===== src/rtl/psc_alu_pkg.sv =====
`timescale 1ns/1ps
// Shared constants and helpers for the residue-checked ALU.
// Assumes a 3-bit opcode and residues taken modulo 3.
package psc_alu_pkg;
    localparam logic [2:0] OP_ADD = 3'd0;
    localparam logic [2:0] OP_SUB = 3'd1;
    localparam logic [2:0] OP_AND = 3'd2;
    localparam logic [2:0] OP_OR  = 3'd3;
    localparam logic [2:0] OP_XOR = 3'd4;

    // dual-rail indicator codes and the good pair used when skipping
    localparam logic [1:0] IND_CHECK = 2'b10;
    localparam logic [1:0] IND_SKIP  = 2'b01;
    localparam logic [1:0] PAIR_GOOD = 2'b01;
    localparam logic [1:0] PAIR_BAD  = 2'b00;

    // residue modulo 3 of an unsigned value
    function automatic logic [1:0] mod3(input logic [31:0] v);
        return 2'(v % 32'd3);
    endfunction

    // true for operations the residue code covers
    function automatic logic is_arith(input logic [2:0] op);
        return (op == OP_ADD) || (op == OP_SUB);
    endfunction

    // true for bitwise operations
    function automatic logic is_logic(input logic [2:0] op);
        return (op == OP_AND) || (op == OP_OR) || (op == OP_XOR);
    endfunction
endpackage


===== src/rtl/psc_alu_datapath.sv =====
`timescale 1ns/1ps
// Datapath: computes add/sub (wrapping) and bitwise results, exposes
// carry (add) or borrow (sub), and XORs the fault mask into valid results.
// Assumes unused opcodes must produce zero.
module psc_alu_datapath
    import psc_alu_pkg::*;
#(
    parameter int DW = 8
) (
    input  logic [2:0]    op,
    input  logic [DW-1:0] a,
    input  logic [DW-1:0] b,
    input  logic [DW-1:0] flt,
    output logic [DW-1:0] y,
    output logic          cy
);
    logic [DW:0]   sum_w;
    logic [DW:0]   dif_w;
    logic [DW-1:0] raw;
    logic          valid_op;

    // wide add and subtract; top bit is carry or borrow
    always_comb begin
        sum_w = {1'b0, a} + {1'b0, b};
        dif_w = {1'b0, a} - {1'b0, b};
    end

    // operation select with carry/borrow routing
    always_comb begin
        raw      = '0;
        cy       = 1'b0;
        valid_op = 1'b1;
        case (op)
            OP_ADD: begin raw = sum_w[DW-1:0]; cy = sum_w[DW]; end
            OP_SUB: begin raw = dif_w[DW-1:0]; cy = dif_w[DW]; end
            OP_AND: raw = a & b;
            OP_OR:  raw = a | b;
            OP_XOR: raw = a ^ b;
            default: valid_op = 1'b0;
        endcase
    end

    // fault injection on the produced result
    always_comb y = valid_op ? (raw ^ flt) : '0;
endmodule


===== src/rtl/psc_alu_resid_pred.sv =====
`timescale 1ns/1ps
// Residue predictor: derives the mod-3 residue of an add/sub result
// from operand residues and the carry/borrow. An operand residue of 3
// is not a codeword and yields 3, which never matches a real residue.
module psc_alu_resid_pred
    import psc_alu_pkg::*;
#(
    parameter int DW = 8
) (
    input  logic [2:0] op,
    input  logic [1:0] ra,
    input  logic [1:0] rb,
    input  logic       cy,
    output logic [1:0] pred
);
    // 2^DW mod 3 and its additive inverse
    localparam int HIGHW = (DW % 2 == 0) ? 1 : 2;
    localparam int NEGHW = 3 - HIGHW;

    // prediction: add removes cy*2^DW, subtract adds bw*2^DW back
    always_comb begin
        if (ra == 2'd3 || rb == 2'd3) begin
            pred = 2'd3;
        end else if (op == OP_ADD) begin
            pred = mod3(32'(ra) + 32'(rb) + (cy ? 32'(NEGHW) : 32'd0));
        end else if (op == OP_SUB) begin
            pred = mod3(32'(ra) + 32'd2 * 32'(rb) + (cy ? 32'(HIGHW) : 32'd0));
        end else begin
            pred = 2'd0;
        end
    end
endmodule


===== src/rtl/psc_alu_tr_cell.sv =====
`timescale 1ns/1ps
// Two-rail checker cell: output pair is complementary only when both
// input pairs are complementary.
module psc_alu_tr_cell (
    input  logic [1:0] x_pair,
    input  logic [1:0] y_pair,
    output logic [1:0] z_pair
);
    // cross-coupled AND-OR merge of two pairs
    always_comb begin
        z_pair[1] = (x_pair[1] & y_pair[1]) | (x_pair[0] & y_pair[0]);
        z_pair[0] = (x_pair[1] & y_pair[0]) | (x_pair[0] & y_pair[1]);
    end
endmodule


===== src/rtl/psc_alu_resid_cmp.sv =====
`timescale 1ns/1ps
// Residue comparator: pairs each predicted bit with the inverted
// recomputed bit and folds the pairs through two-rail cells.
// Equal residues give a complementary pair, unequal an equal pair.
module psc_alu_resid_cmp #(
    parameter int RW = 2
) (
    input  logic [RW-1:0] pred,
    input  logic [RW-1:0] act,
    output logic [1:0]    pair
);
    logic [1:0] stage [RW];

    // first bit pair seeds the chain
    always_comb stage[0] = {pred[0], ~act[0]};

    for (genvar i = 1; i < RW; i++) begin : g_chain
        psc_alu_tr_cell u_cell (
            .x_pair(stage[i-1]),
            .y_pair({pred[i], ~act[i]}),
            .z_pair(stage[i])
        );
    end

    // chain end is the residue verdict
    always_comb pair = stage[RW-1];
endmodule


===== src/rtl/psc_alu_mode_ind.sv =====
`timescale 1ns/1ps
// Check indicator: dual-rail check (10) for add/sub, skip (01) for
// bitwise operations, invalid (00) for unused opcodes.
module psc_alu_mode_ind
    import psc_alu_pkg::*;
(
    input  logic [2:0] op,
    output logic [1:0] ind
);
    // opcode class to indicator code
    always_comb begin
        if (is_arith(op))      ind = IND_CHECK;
        else if (is_logic(op)) ind = IND_SKIP;
        else                   ind = 2'b00;
    end
endmodule


===== src/rtl/psc_alu_combine.sv =====
`timescale 1ns/1ps
// Combining cell: a checked operation passes the residue pair, a
// skipped one reports good, an invalid indicator reports bad.
module psc_alu_combine
    import psc_alu_pkg::*;
(
    input  logic [1:0] err_in,
    input  logic [1:0] ind,
    output logic [1:0] err_out
);
    // merge verdict with indicator
    always_comb begin
        case (ind)
            IND_CHECK: err_out = err_in;
            IND_SKIP:  err_out = PAIR_GOOD;
            default:   err_out = PAIR_BAD;
        endcase
    end
endmodule


===== src/rtl/psc_resid_alu.sv =====
`timescale 1ns/1ps
// Partially self-checking residue ALU top. Registers result, result
// residue and the two-rail error pair once. Assumes the operand residues
// arrive in the same cycle as the operands.
module psc_resid_alu
    import psc_alu_pkg::*;
#(
    parameter int DW = 8
) (
    input  logic          clk,
    input  logic          rst_n,
    input  logic [2:0]    op_code,
    input  logic [DW-1:0] opd_a,
    input  logic [DW-1:0] opd_b,
    input  logic [1:0]    res_a,
    input  logic [1:0]    res_b,
    input  logic [DW-1:0] flt_mask,
    output logic [DW-1:0] alu_out,
    output logic [1:0]    alu_res,
    output logic [1:0]    err_rail
);
    localparam int RW = 2;

    logic [DW-1:0] y_w;
    logic          cy_w;
    logic [RW-1:0] pred_w;
    logic [RW-1:0] act_w;
    logic [1:0]    cmp_pair;
    logic [1:0]    ind_w;
    logic [1:0]    err_w;
    logic [RW-1:0] res_sel;

    psc_alu_datapath #(.DW(DW)) u_dp (
        .op(op_code), .a(opd_a), .b(opd_b), .flt(flt_mask), .y(y_w), .cy(cy_w)
    );

    psc_alu_resid_pred #(.DW(DW)) u_pred (
        .op(op_code), .ra(res_a), .rb(res_b), .cy(cy_w), .pred(pred_w)
    );

    // residue recomputed from the produced result
    always_comb act_w = mod3(32'(y_w));

    psc_alu_resid_cmp #(.RW(RW)) u_cmp (
        .pred(pred_w), .act(act_w), .pair(cmp_pair)
    );

    psc_alu_mode_ind u_ind (.op(op_code), .ind(ind_w));

    psc_alu_combine u_comb (.err_in(cmp_pair), .ind(ind_w), .err_out(err_w));

    // residue output: predicted for arithmetic, recomputed for bitwise
    always_comb begin
        if (is_arith(op_code))      res_sel = pred_w;
        else if (is_logic(op_code)) res_sel = act_w;
        else                        res_sel = '0;
    end

    // output register with synchronous reset
    always_ff @(posedge clk) begin
        if (!rst_n) begin
            alu_out  <= '0;
            alu_res  <= '0;
            err_rail <= PAIR_GOOD;
        end else begin
            alu_out  <= y_w;
            alu_res  <= res_sel;
            err_rail <= err_w;
        end
    end


    reset_state_chk: assert property (@(posedge clk)
        !rst_n |=> (alu_out == '0 && alu_res == 2'd0 && err_rail == PAIR_GOOD));


    skip_good_chk: assert property (@(posedge clk) disable iff (!rst_n)
        is_logic(op_code) |=> (err_rail[1] ^ err_rail[0]));


    badop_bad_chk: assert property (@(posedge clk) disable iff (!rst_n)
        (op_code > OP_XOR) |=> (!(err_rail[1] ^ err_rail[0]) && alu_out == '0));


    fault_caught_chk: assert property (@(posedge clk) disable iff (!rst_n)
        (is_arith(op_code) && $countones(flt_mask) == 1) |=> !(err_rail[1] ^ err_rail[0]));


    clean_good_chk: assert property (@(posedge clk) disable iff (!rst_n)
        (is_arith(op_code) && flt_mask == '0 && res_a == mod3(32'(opd_a))
         && res_b == mod3(32'(opd_b))) |=> (err_rail[1] ^ err_rail[0]));


    clean_resid_chk: assert property (@(posedge clk) disable iff (!rst_n)
        (is_arith(op_code) && flt_mask == '0 && res_a == mod3(32'(opd_a))
         && res_b == mod3(32'(opd_b))) |=> (alu_res == mod3(32'(alu_out))));
endmodule


===== config.mk =====
export PLATFORM = sky130hd
export DESIGN_NAME = psc_resid_alu
export DESIGN_NICKNAME = d
export VERILOG_FILES = /design/src/rtl/psc_alu_pkg.sv /design/src/rtl/psc_alu_datapath.sv /design/src/rtl/psc_alu_resid_pred.sv /design/src/rtl/psc_alu_tr_cell.sv /design/src/rtl/psc_alu_resid_cmp.sv /design/src/rtl/psc_alu_mode_ind.sv /design/src/rtl/psc_alu_combine.sv /design/src/rtl/psc_resid_alu.sv
export SDC_FILE = /design/constraint.sdc
export NUM_CORES = 1
export LEC_CHECK = 0
export BUFFER_PORTS_ARGS = -buffer_cell sky130_fd_sc_hd__buf_2
export CORE_MARGIN = 8
export CORE_UTILIZATION = 54
export DETAILED_ROUTE_END_ITERATION = 10
export GPL_TIMING_DRIVEN = 0
export PLACE_DENSITY = 0.75
export SLEW_MARGIN = 20
export SYNTH_ARGS = -nofsm -noshare
export SYNTH_HDL_FRONTEND = slang
export SYNTH_SLANG_ARGS = --single-unit

===== constraint.sdc =====
create_clock -name clk -period 6.5 [get_ports clk]
set_input_delay 0.65 -clock clk [delete_from_list [all_inputs] [get_ports clk]]
set_output_delay 0.65 -clock clk [all_outputs]
set_load 0.05 [all_outputs]

; Word level (Yosys, flattened, before mapping)
; Index checks and enable logic that the tools add are counted.
[op_classes]
add_sub_neg = 6
div_mod_pow = 3
n_eq_ne = 8
n_mux = 14
n_bitwise = 12
reduce_logical = 6
[ops]
columns = op, n
row1 = adder 32 bit, 2
row2 = modulo 32 x 2 -> 32 bit (second input constant), 2
row3 = one-hot mux 8 bit (5 select lines), 1
row4 = modulo 8 x 2 -> 32 bit (second input constant), 1
row5 = XOR 8 bit, 2
row6 = 2-to-1 mux 2 bit, 7
row7 = adder 8 x 8 -> 9 bit, 1
row8 = subtractor 8 x 8 -> 9 bit, 1
row9 = AND 8 bit, 1
row10 = 2-to-1 mux 8 bit, 1
row11 = bitwise OR 8 bit, 1
row12 = == test 2 bit (second input constant), 3
row13 = == test 3 x 2 -> 1 bit (second input constant), 2
row14 = OR reduction 5 bit, 1
row15 = adder 2 x 3 -> 4 bit, 1
row16 = AND 1 bit, 4
row17 = logical OR 1 bit, 4
row18 = one-hot mux 2 bit (2 select lines), 1
row19 = adder 2 x 2 -> 3 bit, 1
row20 = == test 3 x 1 -> 1 bit (second input constant), 1
row21 = == test 3 bit (second input constant), 1
row22 = logical NOT 3 bit, 1
row23 = 2-to-1 mux 1 bit, 3
row24 = == test 2 x 1 -> 1 bit (second input constant), 1
row25 = 3 further kinds, 5
[word_totals]
ff_bits = 12
inputBits = 33
output_inout_bits = 12

; Longest topological paths before layout
; Gate-level depths: netlist (run 1).
[logic_depth]
ltp_word = 11
mapped_depth = 34

; By module
; Synthesis (run 1) repeated with hierarchy kept, for this count alone.
[unflattened]
cells_unflattened = 385
hier_area_um2 = 2905.3
[modules_own_cells]
columns = module, n_inst, cells_each, area_per_inst_um2
row1 = psc_alu_datapath, 1, 197, 1351.3
row2 = psc_resid_alu, 1, 110, 914.6
row3 = psc_alu_resid_pred, 1, 64, 545.5
row4 = psc_alu_combine, 1, 7, 48.8
row5 = psc_alu_mode_ind, 1, 3, 20.0
row6 = psc_alu_tr_cell, 1, 2, 17.5
row7 = psc_alu_resid_cmp, 1, 2, 7.5

; Worst setup path after synthesis (run 1)
; OpenSTA, ideal clock, no wires.
[synth_path]
path_kind = input-to-reg
start = input opd_b[3]
end = register err_rail[0]
arrival_time_ns = 6.328
setup_slack_ns = 0.052
stages = 30
path_cell_list = inv_1 -> ha_1 -> buf_2 -> nand4_1 -> a211oi_1 -> mux2i_1 -> o221ai_1 -> nor4_4 -> a22o_1 -> o21ai_0 -> a21oi_1 -> ha_1 -> clkbuf_1 -> a2111oi_4 -> xnor2_1 -> inv_1 -> ha_1 -> inv_1 -> nand2_1 -> o32ai_1 -> nand2_1 -> a21o_1 -> ha_1 -> o2111a_1 -> nand3_1 -> o2111ai_1 -> a211oi_2 -> nand2_2 -> mux2i_1 -> a211o_1
[synth_between]
elab_chain_cells = 11
word_cells_on_any_way = 25
cone_classes = add/sub: 4 / div: 3 / mux: 9 / bitwise: 9
[synth_lines]
columns = item, line_no
row1 = from (decl), psc_resid_alu.sv:14  ; input logic [DW-1:0] opd_b,
row2 = subtractor 8 x 8 -> 9 bit or adder 8 x 8 -> 9 bit (tied branches), "psc_alu_datapath.sv:25, psc_alu_datapath.sv:24"
row3 = one-hot mux 1 bit (2 select lines), psc_alu_datapath.sv:33  ; case (op)
row4 = 2-to-1 mux 1 bit, psc_alu_resid_pred.sv:27  ; pred = mod3(32'(ra) + 32'd2 * 32'(rb) + (cy ? 32'(HIGHW) : 32'd0));
row5 = adder 32 bit, psc_alu_resid_pred.sv:27
row6 = modulo 32 x 2 -> 32 bit, psc_alu_pkg.sv:19  ; return 2'(v % 32'd3);
row7 = 2-to-1 mux 2 bit, psc_alu_resid_pred.sv:26  ; end else if (op == OP_SUB) begin
row8 = 2-to-1 mux 2 bit, psc_alu_resid_pred.sv:24  ; end else if (op == OP_ADD) begin
row9 = 2-to-1 mux 2 bit, psc_alu_resid_pred.sv:22  ; if (ra == 2'd3 || rb == 2'd3) begin
row10 = AND 1 bit, psc_alu_tr_cell.sv:12  ; z_pair[0] = (x_pair[1] & y_pair[0]) | (x_pair[0] & y_pair[1]);
row11 = bitwise OR 1 bit (*), psc_alu_tr_cell.sv:12
row12 = one-hot mux 2 bit (2 select lines) (*), psc_alu_combine.sv:13  ; case (ind)
row13 = to (signal assigned), psc_resid_alu.sv:68  ; err_rail <= err_w;
row14 = to (decl), psc_resid_alu.sv:20  ; output logic [1:0] err_rail
; Mark *: on every way between the ends. The rest lies on a longest branch, timed or not.
; A chain may end at the register's enable or synchronous reset.

; Worst setup path in the final report (run 1)
[layout_path]
start = input opd_a[4]
end = register err_rail[0]
[layout_between]
elab_chain_cells = 11
word_cells_on_any_way = 25
cone_classes = add/sub: 4 / div: 3 / mux: 9 / bitwise: 9
[layout_lines]
columns = item, line_no
row1 = from (decl), psc_resid_alu.sv:13  ; input logic [DW-1:0] opd_a,
row2 = subtractor 8 x 8 -> 9 bit or adder 8 x 8 -> 9 bit (tied branches), "psc_alu_datapath.sv:25, psc_alu_datapath.sv:24"
row3 = one-hot mux 1 bit (2 select lines), psc_alu_datapath.sv:33
row4 = 2-to-1 mux 1 bit, psc_alu_resid_pred.sv:27
row5 = adder 32 bit, psc_alu_resid_pred.sv:27
row6 = modulo 32 x 2 -> 32 bit, psc_alu_pkg.sv:19
row7 = 2-to-1 mux 2 bit, psc_alu_resid_pred.sv:26
row8 = 2-to-1 mux 2 bit, psc_alu_resid_pred.sv:24
row9 = 2-to-1 mux 2 bit, psc_alu_resid_pred.sv:22
row10 = AND 1 bit, psc_alu_tr_cell.sv:12
row11 = bitwise OR 1 bit (*), psc_alu_tr_cell.sv:12
row12 = one-hot mux 2 bit (2 select lines) (*), psc_alu_combine.sv:13
; Marks and branches as above.

==> impl_metrics.yaml, run 1 <==
run_status:
  status: "finished, violations left"
  violations: "negative setup slack"
cells_and_area:
  seqCellArea_um2: 240
  diodes: 0
  drive_gt1_share_pct: 30.5
  multi_input_area_mm2: 0.00321
  final_cell_mix: "nor2_1, buf_2, buf_4"
  fillers: 510
  nNetsFinal: 632
  syn2layout_area_growth_pct: 30.6
  final_common_cell: "nor2_1"
grt:
  grt_antenna_before_repair: 0
  grt_pass1_wl_um: 16500
  grt_max_degree: 11
  grt_remaining_overflow: 0
  grt_pass1_vias: 3661
  grt_use_total_pct: 21.8
yosys:
  ys.warnings.count: 0
  async_flop_share_pct: 0
  yosys.area.top_type: "ha_1"
  yosysSeqAreaShare_pct: 7.10
  syn_area_mm2: 0.00338
  synth_edf_count: 0
  synth_top_area_share_pct: 15.9
  avgSynthCellArea_um2: 7.21
  synth_area_leaders: "ha_1, dfxtp_1, nor2_1"
  ys.flop_type: "dfxtp_1"
  synth_cell_type_count: 83
  synth_nets: 549
  synth_seq_cells: 12
  syn_inst: 469
power_and_ir_drop:
  combinationalPowerShare_pct: 80.5
  powerDensity_mw_per_mm2: 189
  p_int_uw: 432
  peakVddDrop_mv: 0.210
  switching_share_pct: 48.4
  clkPwrFrac_pct: 9.4
  p_seq_share_pct: 10.2
  p_sw_uw: 405
  p_leak_uw: 0.00198
detailed_routing:
  drc_errors: 0
  routed_via_density: 6.39
  avgRoutedWirePerCell_um: 17.1
  via_count: 4010
  drt_iter0_markers: 284
  ant_nets: 0
  routed_wl_um: 10800
  drt_pass1_iterations: 5
clocking:
  clock-root-buffer: "clkbuf_8"
  clock-sinks: 12
  h-tree-depth: 1
  hold_buffers: 0
  path_clk_slew_ns: 0.05
  cts_made_buffers: 3
  cts_tree: "yes"
  cts_buffer_depth: 2
floorplanning:
  core_mm2: 0.00620
  io_pins: 45
  rows: 29
  die_y_um: 95.1
  start_util_pct: 54.5
  die_x_um: 95.1
  dieArea_mm2: 0.00905
sta:
  finalCritPeriodShare_pct: 102
  relSlewSlack_pct: 18.7
  holdWs_ns: 0.820
  drv_slew: 0
  fin_ws_ns: -0.140
  finalSetupViolations: 4
  fmax_mhz: 151
  hold_viol_final: 0
  tns_ns: -0.318
  rsz0062_at_grt: "yes"
  layout_min_cycle_time_ns: 6.64
  worst_pin_slew_ns: 1.19
critical_path:
  crit_end: "err_rail[0]"
  critPathMaxStageDelay_ns: 0.37
  crit_slowest_cell: "o211ai_1"
  cp-end-kind: "flip-flop"
  required_ns: 6.62
  path_class: "in2reg"
  arrival_ns: 6.76
  critPathLaunchType: "primary input"
  critPathLaunch: "opd_a[4]"
  worstPathMaxFanout: 10
placement:
  dp_hpwl_um: 7620
  port_buffers: 40
  dp_slack_ns: -1.05
  globalplace.congestion: 0.963
hold_path:
  min_path_type: "in2reg"
  min_from: "rst_n"
job:
  maxCapViolations: 0
[Yosys cell counts, types with 6 or more instances]
| library cell | count |
|---|---|
| a211oi_1 | 8 |
| a21o_1 | 7 |
| a21oi_1 | 24 |
| a22oi_1 | 6 |
| and3_1 | 7 |
| buf_2 | 9 |
| clkbuf_1 | 6 |
| dfxtp_1 | 12 |
| ha_1 | 43 |
| inv_1 | 44 |
| mux2i_1 | 11 |
| nand2_1 | 31 |
| nand2b_1 | 11 |
| nand3_1 | 17 |
| nor2_1 | 52 |
| nor3_1 | 14 |
| o2111ai_1 | 6 |
| o211ai_1 | 8 |
| o21ai_0 | 24 |
| xor2_1 | 8 |
[kinds of logic after synthesis]
logic type      after synthesis  share of synthesized area (%)
simple gates                169                           25.4
compound gates              149                           33.3
buf+inv                      66                           8.21
fa+ha+maj                    47                           18.3
xor+xnor                     14                           4.03
mux                          12                           3.70
flops                        12                           7.10
[stage by stage]
step | util [%] | cell area (um^2) | power [uW] | instances
floorplan | - | 3380 | 481 | 469
global placement | 59.3 | 3680 | 574 | 586
detailed placement | 59.3 | 3680 | 583 | 586
CTS | 65.7 | 4070 | 728 | 606
global route | 71.2 | 4420 | 887 | 628
finish | 71.2 | 4420 | 836 | 628
[critical path: cells and delay by family]
| family | cells | cell delay [ns] |
|---|---|---|
| AOI/OAI and AO/OA | 15 | 3.14 |
| and+or+nand+nor | 5 | 0.72 |
| muxes | 2 | 0.32 |
| xor gates and xnor gates | 1 | 0.19 |
| adders and majority gates | 4 | 0.93 |
| buffers and inverters | 7 | 0.83 |
[state kept, by name, indices dropped and copies added, names as in the netlist]
signal	cells
err_rail	2
alu_out	8
alu_res	2
[routing by layer]
metal	track usage [%]	share of wire [%]	vias up	routed length (um)
li1	-	-	1897	-
met1	26.3	41	1867	4450
met2	38.4	48	188	5190
met3	2.44	6.3	58	679
met4	8.45	4.1	0	440
met5	0	0	-	0
[how the worst min path moves through the flow]
stage	cells after the start	slack, ns	end
floorplan	4	0.94	err_rail[1]
global placement	3	1.05	alu_res[0]
detailed placement	3	1.06	alu_res[0]
CTS	3	0.81	alu_res[0]
global route	3	0.86	alu_res[0]
finish	3	0.82	alu_res[0]
[area by class of cell]
type,count,area share (%)
repair buffers,79,11.4
well taps,77,2.18
multi-input cells,391,72.7
flip-flops and latches,12,5.44
inverters,44,3.94
clock buffers,4,1.25
plain buffers,21,3.06
[repair_timing]
item | 4_1_cts | 5_1_grt
endpoints found under the setup margin | 4 | 4
cloned | 0 | 0
gates resized for setup | 45 | 42
buffers inserted | 16 | 23
pin swaps | 14 | 25
[power by group through the flow]
stage | sequential [uW] | combinational, uW | clock (uW)
after floorplan | 121 | 360 | 0
after global placement | 86.5 | 487 | 0
after detailed placement | 86.6 | 497 | 0
after CTS | 85.1 | 562 | 80.8
after global routing | 86.1 | 717 | 84.6
final | 85.0 | 673 | 78.4
(Power assumes the default switching activity.)
==> run 2, diff against run 1 <==
- CORE_MARGIN: 8 -> not set
==> run 2 against run 1 <==
Core utilization increased by 7.2 points. Critical path depth down 1. The run still ends with negative setup slack left. Routed wire length up 12%. First-iteration DRC count increased by 37%. Fmax is 1.5% higher. Largest power group unchanged.
==> impl_metrics.yaml, run 2 (same netlist as run 1, synthesis figures left out) <==
run_status:
  status: "finished, violations left"
  violations: "negative setup slack"
detailed_routing:
  via_count: 4211
  drt_iter0_markers: 390
  avgRoutedWirePerCell_um: 18.8
  routed_wl_um: 12100
  drt_pass1_iterations: 6
  ant_nets: 0
  drc_errors: 0
  routed_via_density: 6.56
cells_and_area:
  final_common_cell: "buf_4"
  nNetsFinal: 648
  drive_gt1_share_pct: 35.3
  seqCellArea_um2: 240
  regMostFlops: "alu_out"
  final_cell_mix: "buf_4, nor2_1, buf_2"
  largest_registers: "alu_out x8, alu_res x2, err_rail x2"
  multi_input_area_mm2: 0.00331
  fin_util_pct: 78.4
  final_cells: 642
  largest_register_ffs: 8
  diodes: 0
  syn2layout_area_growth_pct: 38.8
  fillers: 407
clocking:
  clock-sinks: 12
  cts_buffer_depth: 2
  path_clk_slew_ns: 0.06
  clock-root-buffer: "clkbuf_8"
  h-tree-depth: 1
  cts_made_buffers: 3
  hold_buffers: 0
  cts_tree: "yes"
sta:
  fin_ws_ns: -0.0417
  layout_min_cycle_time_ns: 6.54
  finalCritPeriodShare_pct: 101
  finalSetupViolations: 2
  holdWs_ns: 0.817
  hold_viol_final: 0
  tns_ns: -0.0599
  drv_slew: 0
  relSlewSlack_pct: 11.0
  fmax_mhz: 153
  worst_pin_slew_ns: 1.33
power_and_ir_drop:
  switching_share_pct: 48.6
  peakVddDrop_mv: 0.210
  p_leak_uw: 0.00209
  p_sw_uw: 438
  p_seq_share_pct: 9.5
  powerDensity_mw_per_mm2: 192
  clkPwrFrac_pct: 9.2
  combinationalPowerShare_pct: 81.4
  p_int_uw: 464
hold_path:
  min_from: "rst_n"
  min_path_type: "in2reg"
floorplanning:
  io_pins: 45
  die_x_um: 81.1
  start_util_pct: 56.5
  core_mm2: 0.00599
  die_y_um: 81.1
  dieArea_mm2: 0.00658
  rows: 28
grt:
  grtUsageMet2_pct: 52.2
  grt_max_degree: 11
  grt_pass1_vias: 3523
  met3_usage_pct: 3.03
  grt_remaining_overflow: 0
  grt_pass1_wl_um: 16500
  grt_antenna_before_repair: 0
  grt_busiest_layer: "met2"
  use_met1_pct: 42.6
  grt_use_total_pct: 31.4
critical_path:
  required_ns: 6.68
  critPathLaunch: "opd_b[1]"
  crit_slowest_cell: "or4_4"
  path_class: "in2reg"
  cp-end-kind: "flip-flop"
  crit_top_cell: "ha_4"
  arrival_ns: 6.72
  worstPathMaxFanout: 5
  critPathMaxStageDelay_ns: 0.52
  critPathLaunchType: "primary input"
placement:
  port_buffers: 40
  dp_hpwl_um: 7450
  dp_cells: 584
  globalplace.congestion: 0.902
job:
  maxCapViolations: 0
==> run 2: cell count changes in the layout (fill, tap and decap cells not counted), moves of 3 or more <==
cell	before	now
buf_4	41	56
o21ai_1	5	2
inv_1	39	32
inv_2	2	7
ha_4	5	9
==> run 2: cell type report <==
type | count | share of cell area (%)
sequential | 12 | 5.12
inverter | 44 | 3.84
clock buffer | 4 | 1.17
timing repair buffer | 96 | 14.2
multi-input combinational | 391 | 70.5
tap | 75 | 2.00
buffer | 20 | 3.17
==> run 2: layer usage <==
metal,vias up,wire length (um)
met1,1926,4750
met3,53,1260
met2,307,5560
met5,-,0
li1,1925,-
met4,0,520
==> run 2: stage by stage <==
stage / total power, uW / instance area, um^2 / setup slack (ns)
after CTS: 726 / 4020 / 0.00223
after global placement: 580 / 3680 / -1.12
final: 901 / 4690 / -0.0417
after detailed placement: 588 / 3680 / -1.17
after floorplan: 481 / 3380 / 0.0525
after global routing: 951 / 4690 / -0.204
==> run 2: final timing paths <==
check	to	cells past startpoint	slack [ns]
hold / removal	err_rail[1]	3	0.82
setup / recovery	err_rail[0]	33	-0.04
==> run 2: power by group through the flow <==
stage | clock, uW | sequential, uW | combinational [uW]
finish | 82.7 | 85.4 | 733
global route | 85.7 | 86.6 | 779
CTS | 81.7 | 85.4 | 559
detailed placement | 0 | 86.9 | 501
global placement | 0 | 86.6 | 494
floorplan | 0 | 121 | 360
==> run 2: worst max-delay path, delay by kind of cell <==
family,cells,cell delay (ns)
xor+xnor,1,0.21
fa+ha+maj,4,0.84
compound gates,14,3.00
buf+inv,7,0.76
simple gates,7,1.25
==> run 2: timing repair <==
item | 4_1_cts | 5_1_grt
setup endpoints to repair | 4 | 4
gates resized for setup | 32 | 86
gates cloned | 0 | 2
buffers inserted | 15 | 39
pin swaps | 15 | 39
==> run 3, diff against run 2 <==
- CORE_UTILIZATION: 54 -> 55
- CTS_BUF_LIST: not set -> sky130_fd_sc_hd__clkbuf_8
- PLACE_DENSITY: 0.75 -> 0.77
- TNS_END_PERCENT: not set -> 100
==> run 3 against run 2 <==
The run still ends with negative setup slack left. Setup slack got worse by 0.049 ns. Die area decreased by 1.8%. Critical path type unchanged. Routed wire length decreased by 1.6%. Total power decreased by 1.4%. First-iteration DRC count decreased by 3.8%.
==> impl_metrics.yaml, run 3 (same netlist as run 1, synthesis figures left out) <==
sta:
  rsz0062_at_grt: "yes"
  fin_ws_ns: -0.0909
  relSlewSlack_pct: 22.6
  hold_viol_final: 0
  fmax_mhz: 152
  tns_ns: -0.114
  drv_slew: 0
  worst_pin_slew_ns: 1.13
  layout_min_cycle_time_ns: 6.59
  holdWs_ns: 0.850
  finalSetupViolations: 3
  finalCritPeriodShare_pct: 101
clocking:
  clock-sinks: 12
  path_clk_slew_ns: 0.05
  cts_made_buffers: 3
  clock-root-buffer: "clkbuf_8"
  cts_buffer_depth: 2
  cts_tree: "yes"
  h-tree-depth: 1
  hold_buffers: 0
hold_path:
  min_path_type: "in2reg"
  min_from: "rst_n"
placement:
  globalplace.congestion: 0.932
  dpl_cell_area_mm2: 0.00368
  dp_hpwl_um: 7460
  port_buffers: 40
grt:
  grt_remaining_overflow: 0
  grt_pass1_wl_um: 16700
  grt_max_degree: 11
  grtUsageMet2_pct: 57.1
  use_met1_pct: 40.3
  grt_pass1_vias: 3696
  grt_busiest_layer: "met2"
  grt_use_total_pct: 32.2
  met3_usage_pct: 2.05
  grt_antenna_before_repair: 0
critical_path:
  critPathLaunchType: "primary input"
  required_ns: 6.62
  path_class: "in2reg"
  worstPathMaxFanout: 9
  crit_slowest_cell: "o41ai_1"
  critPathMaxStageDelay_ns: 0.65
  cp-end-kind: "flip-flop"
  crit_top_cell: "ha_4"
  arrival_ns: 6.72
  critPathLaunch: "opd_b[0]"
floorplanning:
  die_y_um: 80.4
  start_util_pct: 57.1
  core_mm2: 0.00592
  io_pins: 45
  rows: 28
  dieArea_mm2: 0.00647
  die_x_um: 80.4
power_and_ir_drop:
  powerDensity_mw_per_mm2: 188
  p_leak_uw: 0.00207
  peakVddDrop_mv: 0.230
detailed_routing:
  routed_via_density: 6.75
  drt_iter0_markers: 375
  drt_pass1_iterations: 5
  avgRoutedWirePerCell_um: 18.7
  drc_errors: 0
  routed_wl_um: 11900
  ant_nets: 0
  via_count: 4300
job:
  maxCapViolations: 0
run_status:
  status: "finished, violations left"
  violations: "negative setup slack"
cells_and_area:
  final_area_mm2: 0.00473
  diodes: 0
  largest_registers: "alu_out x8, alu_res x2, err_rail x2"
  syn2layout_area_growth_pct: 40.0
  final_cell_mix: "buf_4, nor2_1, buf_2"
  largest_register_ffs: 8
  nNetsFinal: 643
  regMostFlops: "alu_out"
  drive_gt1_share_pct: 34.7
[run 3: cell count changes in the layout (fill, tap and decap cells not counted), moves of 2 or more]
cell / change
inv_2: -2
buf_2: -6
o21ai_1: +2
clkinvlp_4: -2
buf_8: +4
inv_4: +2
buf_4: -6
a211oi_1: -2
[run 3: path summary, 6_finish.rpt]
path	depth (start not counted)	endpoint
max	29	err_rail[0]
min	3	err_rail[1]
[run 3: where the power goes]
group          internal (uW)  leakage, uW  switching [uW]  total [uW]
sequential              83.2    0.0000991            2.10        85.3
combinational            315      0.00194             406         721
clock                   53.6    0.0000288            29.1        82.6
[run 3: final cells by class]
class	count	area, um^2
buffer	22	160
clock buffer	4	55.1
fill	375	1190
inverter	44	190
multi-input combinational	391	3370
sequential	12	240
tap	75	93.8
timing repair buffer	89	626
[run 3: what timing repair did]
| action | 4_1_cts | 5_1_grt |
|---|---|---|
| setup endpoints to repair | 4 | 4 |
| setup buffers | 13 | 36 |
| resized for setup | 50 | 97 |
| pin swaps | 20 | 38 |
| endpoints found under the hold margin | 0 | 0 |
[run 3: worst max-delay path: cells and delay by family]
kind	cells	cell delay, ns
AOI/OAI and AO/OA	10	2.61
xor gates and xnor gates	2	0.40
adders and majority gates	5	1.21
buffers and inverters	6	1.08
muxes	1	0.14
and+or+nand+nor	5	0.62
[run 3: metal layers]
| metal | vias to the layer above | wire length [um] |
|---|---|---|
| met5 | - | 0 |
| met4 | 0 | 578 |
| met3 | 71 | 1010 |
| met2 | 278 | 5710 |
| met1 | 2034 | 4600 |
| li1 | 1917 | - |
[run 3: per-stage QoR]
stage | instances | setup slack [ns] | util (%) | total power, uW
2_1_floorplan | 469 | 0.0525 | - | 481
3_3_place_gp | 584 | -1.05 | 62.1 | 574
3_5_place_dp | 584 | -1.22 | 62.1 | 587
4_1_cts | 601 | 0.00143 | 68.7 | 730
5_1_grt | 637 | -0.428 | 80.0 | 943
6_report | 637 | -0.0909 | 80.0 | 889
